$ cat src/rtl/bst_pkg.sv
package bst_pkg;
  typedef logic [2:0] tag_t;
  localparam tag_t TAG_NONE   = 3'b000;
  localparam tag_t TAG_BRANCH = 3'b001;
  localparam tag_t TAG_UNUSED = 3'b010;
  localparam tag_t TAG_TARGET = 3'b100;
endpackage

$ cat src/rtl/bst_byte_match.sv
module bst_byte_match #(
  parameter int NBYTES = 16,
  parameter int BYTE_W = 8,
  parameter logic [BYTE_W-1:0] MATCH = 8'hE0,
  parameter logic [BYTE_W-1:0] MASK  = 8'hF0
) (
  input  logic [NBYTES*BYTE_W-1:0] line,
  output logic [NBYTES-1:0]        hit
);
  for (genvar i = 0; i < NBYTES; i++) begin : g_byte
    assign hit[i] = ((line[i*BYTE_W +: BYTE_W] & MASK) == (MATCH & MASK));
  end
endmodule

$ cat src/rtl/bst_first_find.sv
module bst_first_find #(
  parameter int N     = 16,
  parameter int POS_W = 4
) (
  input  logic [N-1:0]     req,
  output logic             found,
  output logic [POS_W-1:0] pos
);
  // lowest index wins: scan from the top so the last write is the lowest
  always_comb begin
    found = 1'b0;
    pos   = '0;
    for (int i = N - 1; i >= 0; i--) begin
      if (req[i]) begin
        found = 1'b1;
        pos   = POS_W'(i);
      end
    end
  end
endmodule

$ cat src/rtl/bst_field_gen.sv
module bst_field_gen
  import bst_pkg::*;
#(
  parameter int N     = 16,
  parameter int POS_W = 4
) (
  input  logic             test_en,
  input  logic             pend,
  input  logic [POS_W-1:0] pend_pos,
  input  logic             found,
  input  logic [POS_W-1:0] br_pos,
  output logic [3*N-1:0]   status
);
  for (genvar i = 0; i < N; i++) begin : g_field
    tag_t code;
    always_comb begin
      code = TAG_NONE;
      if (test_en) begin
        if (pend) begin
          if (POS_W'(i) < pend_pos)       code = TAG_UNUSED;
          else if (POS_W'(i) == pend_pos) code = TAG_TARGET;
        end else if (found) begin
          if (POS_W'(i) == br_pos)        code = TAG_BRANCH;
          else if (POS_W'(i) > br_pos)    code = TAG_UNUSED;
        end
      end
    end
    assign status[3*i +: 3] = code;
  end
endmodule

$ cat src/rtl/bst_out_stage.sv
module bst_out_stage #(
  parameter int W = 176
) (
  input  logic         clk,
  input  logic         rst_n,
  input  logic         in_valid,
  output logic         in_ready,
  input  logic [W-1:0] in_data,
  output logic         out_valid,
  input  logic         out_ready,
  output logic [W-1:0] out_data
);
  logic         vld_q, vld_d;
  logic [W-1:0] dat_q;
  logic         load;

  assign in_ready = !vld_q || out_ready;
  assign load     = in_valid && in_ready;

  always_comb begin
    vld_d = vld_q;
    if (load)           vld_d = 1'b1;
    else if (out_ready) vld_d = 1'b0;
  end

  always_ff @(posedge clk or negedge rst_n) begin
    if (!rst_n) vld_q <= 1'b0;
    else        vld_q <= vld_d;
  end

  always_ff @(posedge clk or negedge rst_n) begin
    if (!rst_n)    dat_q <= '0;
    else if (load) dat_q <= in_data;
  end

  assign out_valid = vld_q;
  assign out_data  = dat_q;
endmodule

$ cat src/rtl/branch_tag_inject.sv
module branch_tag_inject #(
  parameter int NBYTES = 16,
  parameter int BYTE_W = 8,
  parameter logic [BYTE_W-1:0] MATCH = 8'hE0,
  parameter logic [BYTE_W-1:0] MASK  = 8'hF0
) (
  input  logic                     clk,
  input  logic                     rst_n,
  input  logic                     test_en,
  input  logic                     in_valid,
  output logic                     in_ready,
  input  logic [NBYTES*BYTE_W-1:0] in_line,
  output logic                     out_valid,
  input  logic                     out_ready,
  output logic [NBYTES*BYTE_W-1:0] out_line,
  output logic [3*NBYTES-1:0]      out_status
);
  localparam int LINE_W = NBYTES * BYTE_W;
  localparam int STAT_W = 3 * NBYTES;
  localparam int POS_W  = (NBYTES > 1) ? $clog2(NBYTES) : 1;

  logic [NBYTES-1:0] hit;
  logic              found;
  logic [POS_W-1:0]  br_pos;
  logic [STAT_W-1:0] status;
  logic              accept;

  // open window across lines
  logic              pend_q, pend_d;
  logic [POS_W-1:0]  ppos_q, ppos_d;

  bst_byte_match #(.NBYTES(NBYTES), .BYTE_W(BYTE_W), .MATCH(MATCH), .MASK(MASK)) u_match (
    .line (in_line),
    .hit  (hit)
  );

  bst_first_find #(.N(NBYTES), .POS_W(POS_W)) u_find (
    .req   (hit),
    .found (found),
    .pos   (br_pos)
  );

  bst_field_gen #(.N(NBYTES), .POS_W(POS_W)) u_field (
    .test_en  (test_en),
    .pend     (pend_q),
    .pend_pos (ppos_q),
    .found    (found),
    .br_pos   (br_pos),
    .status   (status)
  );

  assign accept = in_valid && in_ready;

  always_comb begin
    pend_d = pend_q;
    ppos_d = ppos_q;
    if (!test_en) begin
      pend_d = 1'b0;
    end else if (accept) begin
      if (pend_q) begin
        pend_d = 1'b0;
      end else if (found) begin
        pend_d = 1'b1;
        ppos_d = br_pos;
      end
    end
  end

  always_ff @(posedge clk or negedge rst_n) begin
    if (!rst_n) begin
      pend_q <= 1'b0;
      ppos_q <= '0;
    end else begin
      pend_q <= pend_d;
      ppos_q <= ppos_d;
    end
  end

  bst_out_stage #(.W(LINE_W + STAT_W)) u_out (
    .clk       (clk),
    .rst_n     (rst_n),
    .in_valid  (in_valid),
    .in_ready  (in_ready),
    .in_data   ({in_line, status}),
    .out_valid (out_valid),
    .out_ready (out_ready),
    .out_data  ({out_line, out_status})
  );
endmodule

$ cat config.mk
export PLATFORM = sky130hd
export DESIGN_NAME = branch_tag_inject
export DESIGN_NICKNAME = d
export VERILOG_FILES = /design/src/rtl/bst_pkg.sv /design/src/rtl/bst_byte_match.sv /design/src/rtl/bst_first_find.sv /design/src/rtl/bst_field_gen.sv /design/src/rtl/bst_out_stage.sv /design/src/rtl/branch_tag_inject.sv
export SDC_FILE = /design/constraint.sdc
export NUM_CORES = 1
export LEC_CHECK = 0
export ABC_AREA = 1
export BUFFER_PORTS_ARGS = -buffer_cell sky130_fd_sc_hd__buf_4
export CORE_ASPECT_RATIO = 1.1
export CORE_MARGIN = 2
export CORE_UTILIZATION = 45
export CTS_CLUSTER_DIAMETER = 150
export DETAILED_ROUTE_END_ITERATION = 10
export HOLD_SLACK_MARGIN = 0.08
export PLACE_DENSITY = 0.79
export SETUP_SLACK_MARGIN = 0.4
export SLEW_MARGIN = 15
export SYNTH_ARGS = -nofsm -noshare
export SYNTH_HDL_FRONTEND = slang
export SYNTH_HIERARCHICAL = 1
export SYNTH_SLANG_ARGS = --single-unit
export TNS_END_PERCENT = 1
$ cat constraint.sdc
create_clock -name clk -period 1.1 [get_ports clk]
set_input_delay 0.165 -clock clk [delete_from_list [all_inputs] [get_ports clk]]
set_output_delay 0.165 -clock clk [all_outputs]
set_load 0.05 [all_outputs]
After elaboration in Yosys (flattened, before gate mapping). Index checks and enable logic that the tools add are counted.

Bits in registers: 182. Output and inout bits: 178. Word-level logic and storage cells: 241. Input bits: 133.

Eq/ne operators: 47. Bitwise gates (word level): 1. Multiplexer cells: 150. $lt $le $gt $ge: 32. Reduce and logical (&&, ||, !) cells: 7.

Operators by type and width (number): $mux 3 (96); $eq 4x4->1 const A (16); $eq 4x4->1 const B (16); $mux 4 (16); $eq 3x4->1 const A (8); $gt 4x4->1 const A (8); $lt 4x4->1 const A (8); $mux 2 (16); $mux 1 (22); $eq 2x4->1 const A (4); $gt 3x4->1 const A (4); $lt 3x4->1 const A (4); $eq 1x4->1 const A (2); $gt 1x4->1 const A (2); $gt 2x4->1 const A (2); $logic_not 4->1 (2); $lt 1x4->1 const A (2); $lt 2x4->1 const A (2); $reduce_and 4->1 (1); $ne 2x1->1 const B (1); $reduce_bool 2->1 (1); $logic_and 1x1->1 (1); $logic_not 1->1 (1); $logic_or 1x1->1 (1); $not 1->1 (1).

Depth between registers and ports, before layout.
Word-level depth: 23. Gate-level depth with buffers: 25.

By module. Netlist, hierarchy kept.

Modules (own cells, without submodules): bst_out_stage (area an instance 6966.7 um2, seq. area each 4429.2 um2, cells each 767, times used 1); bst_field_gen (area an instance 693.2 um2, seq. area each 0.0 um2, cells each 163, times used 1); bst_byte_match (area an instance 280.3 um2, seq. area each 0.0 um2, cells each 64, times used 1); branch_tag_inject (area an instance 260.2 um2, seq. area each 125.1 um2, cells each 30, times used 1); bst_first_find (area an instance 209.0 um2, seq. area each 0.0 um2, cells each 49, times used 1).

Worst setup path after synthesis. OpenSTA, ideal clock, no wires.

Path kind: input to register. From: in in_line[124]. To: reg u_out.dat_q[43] (netlist: u_out/out_data[43]). Setup slack: -0.695 ns. Required time: 0.981 ns. Library setup time: 0.119 ns. Buffers on the path: 0. Arrival time: 1.676 ns. Stages on the path: 17. Path through: inv_1 nand2_1 nor2_2 or2_1 nand3_1 nand3_1 nand3_1 nand3_1 a21oi_1 nor3_1 inv_1 nor2_1 nand2_1 nand3_1 o21ai_0 nand3_1 nand2_1.

Word-level cells in the longest chain between the ends: 23.

RTL lines: start, declared (line branch_tag_inject.sv:12) `input logic [NBYTES*BYTE_W-1:0] in_line,`; $eq 4x4->1 (*) (line bst_byte_match.sv:11) `assign hit[i] = ((line[i*BYTE_W +: BYTE_W] & MASK) == (MATCH & MASK));`; named net hit[15] (line branch_tag_inject.sv:22) `logic [NBYTES-1:0] hit;`; $mux 4 (*) (16 in series) (line bst_first_find.sv:14) `if (req[i]) begin`; named net br_pos[1] (line branch_tag_inject.sv:24) `logic [POS_W-1:0] br_pos;`; $gt 4x4->1 (line bst_field_gen.sv:24) `else if (POS_W'(i) > br_pos) code = TAG_UNUSED;`; $mux 2 (line bst_field_gen.sv:24); $mux 3 (*) (line bst_field_gen.sv:23) `if (POS_W'(i) == br_pos) code = TAG_BRANCH;`; $mux 3 (*) (line bst_field_gen.sv:22) `end else if (found) begin`; $mux 3 (*) (line bst_field_gen.sv:19) `if (pend) begin`; $mux 3 (*) (line bst_field_gen.sv:18) `if (test_en) begin`; named net status[43] (line branch_tag_inject.sv:25) `logic [STAT_W-1:0] status;`; end signal, assigned (line bst_out_stage.sv:33) `else if (load) dat_q <= in_data;`; end, declared (line bst_out_stage.sv:14) `logic [W-1:0] dat_q;`.

Mark *: on every way through the listed nets, which the timed path passes. The rest lies on a longest branch. A chain may end at the register's enable or synchronous reset.

Worst setup path in the final report.
From: in in_line[108]. To: reg u_out.dat_q[34] (netlist: u_out/out_data[34]).

Word-level cells in the longest chain between the ends: 21.

RTL lines (line): $eq 4x4->1 (*) (bst_byte_match.sv:11); named net hit[13] (branch_tag_inject.sv:22); $mux 4 (*) (14 in series) (bst_first_find.sv:14); named net br_pos[0] (branch_tag_inject.sv:24); $gt 4x4->1 (bst_field_gen.sv:24); $mux 2 (bst_field_gen.sv:24); $mux 3 (*) (bst_field_gen.sv:23); $mux 3 (*) (bst_field_gen.sv:22); $mux 3 (*) (bst_field_gen.sv:19); $mux 3 (*) (bst_field_gen.sv:18); named net status[34] (branch_tag_inject.sv:25).

Marks and branches as above.

==> metrics.yaml <==
path_max_fanout: 5
synth_seq_cells: 182
slew_headroom_pct: 77.3
grt_max_degree: 69
layout_min_cycle_time_ps: 1770
hold_viol: 182
synth_top_area_share_pct: 54.2
globalplace.congestion: 0.909
p_per_area_nw_per_um2: 1630
cp.arrival_ps: 2100
start_kind: "input pin"
wl_per_cell_um: 19.3
cp.required_ps: 1430
syn-cell-area_um2: 8410
grt_pass1_vias: 9513
crit_type: "in2reg"
finalSetupViolations: 359
syn_avg_cell_area_um2: 7.84
area_growth_pct: 73.3
violations: "negative hold slack, negative setup slack"
synth.distinct_cells: 27
antenna_found_initial: 0
dr.first_iter.drc_count: 821
endpoint_kind: "flip-flop"
final_common_cell: "nand2_1"
initial_core_util_pct: 45.8
rsz0062_at_grt: "true"
cts_tree: "yes"
cts_root_buf: "clkbuf_16"
drv_cap: 0
status: "finished, violations left"
layout-drive-gt1-share_pct: 35.6
io_buffers: 310
final_cells: 1823
num_rows: 52
peakVddDrop_mv: 1.06
num_vias: 9911
die_h_um: 147
synthTopCellsByArea: "dfrtp_1 54%, nand2_1 20%, nand3_1 12%"
netlist_instances: 1073
drv_slew: 0
fin_crit_sh_pct: 161
dpl.cell_count: 1668
tightest_slew_ps: 340
clockBufferDepth: 2
detail-route-antenna-nets: 0
drcViolationCount: 0
io_pins: 311
dp.final_hpwl_mm: 20.0
seq_area_frac_synth_pct: 54.2
power.leakage_nw: 7.74
holdWs_ps: -371
fmax_mhz: 566
yosys_warnings: 6
numCtsBuffers: 17
clkTransAtPathRegs_ps: 80
holdCritPathClass: "in2async"
fp.coreArea_um2: 18300
layout_common_cells: "435 x nand2_1, 211 x buf_4, 191 x buf_6, 190 x nand3_1, 180 x dfrtp_1"
synth_nets: 1206
grt_usage_pct: 31.2
via_per_inst: 5.44
chipWidth_um: 134
h-tree-depth: 4
grt-ovfl-total: 0
fin_ws_ps: -668
diodes: 0
final_nets: 1700
clk_latency_ps: 430
drt_first_pass_iters: 7
synth_top_area_cell: "dfrtp_1"
drt_wl_total_mm: 35.3
grt_pass1_wl_mm: 48.8
dieArea_um2: 19800
cts_hold_buf: 118
cts_sinks: 182
finClkSkew_ps: 16.0
## routing by layer
| layer | GRT usage, % | up-vias | share of wire (%) |
|---|---|---|---|
| met5 | 0 | - | 0 |
| met4 | 14.7 | 0 | 5.3 |
| met3 | 6.17 | 165 | 8.4 |
| met2 | 54.3 | 620 | 50 |
| met1 | 37.2 | 4768 | 36 |
| li1 | - | 4358 | - |
## registers in the layout, indices dropped and copies added (netlist names)
signal / count
ppos_q: 4
pend_q: 1
u_out/out_data: 176
u_out/out_valid: 1
## cell type report
class,instances,area (um^2)
well taps,243,304
fillers,1024,3770
inverters,67,270
repair buffers,539,5300
clock inverters,13,130
clock buffers,19,453
flip-flops and latches,182,4560
multi-input cells,760,3570
## where the power goes
group          internal (W)  total [W]  switching [W]
Combinational       0.00349    0.00930        0.00581
Sequential          0.00753    0.00829       0.000753
Clock               0.00315    0.00617        0.00303
Total                0.0142     0.0238        0.00959
## synth_stat cells
master / n
nor2_2: 17
buf_2: 40
buf_4: 11
nand2_2: 3
nor3_1: 8
nand2_4: 2
clkinv_2: 1
buf_6: 2
o21ai_0: 6
nand2_1: 457
inv_1: 56
o21ai_1: 1
buf_1: 1
nand4_1: 2
nand3_2: 2
nor2_4: 2
dfrtp_1: 182
a21oi_1: 11
a21oi_2: 1
nor2_1: 46
o21bai_1: 4
clkbuf_1: 9
or2_1: 1
nand3_1: 195
nor4_1: 2
clkbuf_2: 1
inv_2: 10
## cell families (layout without fill, tap and decap cells)
logic type	count (synthesis)	count (layout)	share of synthesized area, %
and+or+nand+nor	737	737	37.2
DFF	182	182	54.2
buffers and inverters	131	638	7.14
AOI/OAI and AO/OA	23	23	1.53
## through the flow
step	util (%)	setup TNS [ps]	setup slack, ps	cell area, um^2	power (W)
after floorplan	-	-56000	-684	8420	0.0129
after global placement	64.0	-46410	-1110	11700	0.0159
after detailed placement	64.0	-47840	-1140	11700	0.0160
after CTS	74.6	-50140	-539	13700	0.0226
after global routing	79.4	-58310	-805	14600	0.0246
final	79.4	-42380	-668	14600	0.0238
## path summary, 6_finish.rpt
kind	depth (start not counted)	slack, ps	startpoint	end
min reg2reg	2	500	u_out/out_data[94]	u_out/out_data[94]
max reg2reg	7	-300	pend_q	u_out/out_data[15]
max	25	-670	in_line[108]	u_out/out_data[34]
min	2	-370	rst_n	u_out/out_data[164]
min in group clk	3	50	in_valid	u_out/out_data[6]
max in group asynchronous	3	900	rst_n	u_out/out_data[20]
## what timing repair did
| item | 4_1_cts | 5_1_grt |
|---|---|---|
| setup endpoints to repair | 360 | 542 |
| buffers inserted | 2 | 3 |
| gates resized for setup | 51 | 236 |
| endpoints found under the hold margin | 313 | 190 |
| pin swaps | 41 | 34 |
## critical path: stages
cell and delay, ps:
buf_8 110, clkinv_8 40, nand2_4 50, nor2_4 130, inv_2 60, nand2_1 70
nand2_1 50, nand2_1 50, nand2_1 50, nand2_1 60, nand2_2 60, nand2_1 60
nand2_1 50, nand2_1 50, nand2_1 50, nand2_1 60, nand2_2 60, a21oi_4 270
nand2_2 120, inv_4 120, nand2_1 60, nand2_1 70, o21ai_1 70, nand3_1 90
nand2_1 50
Power figures use the tool's default switching activity.
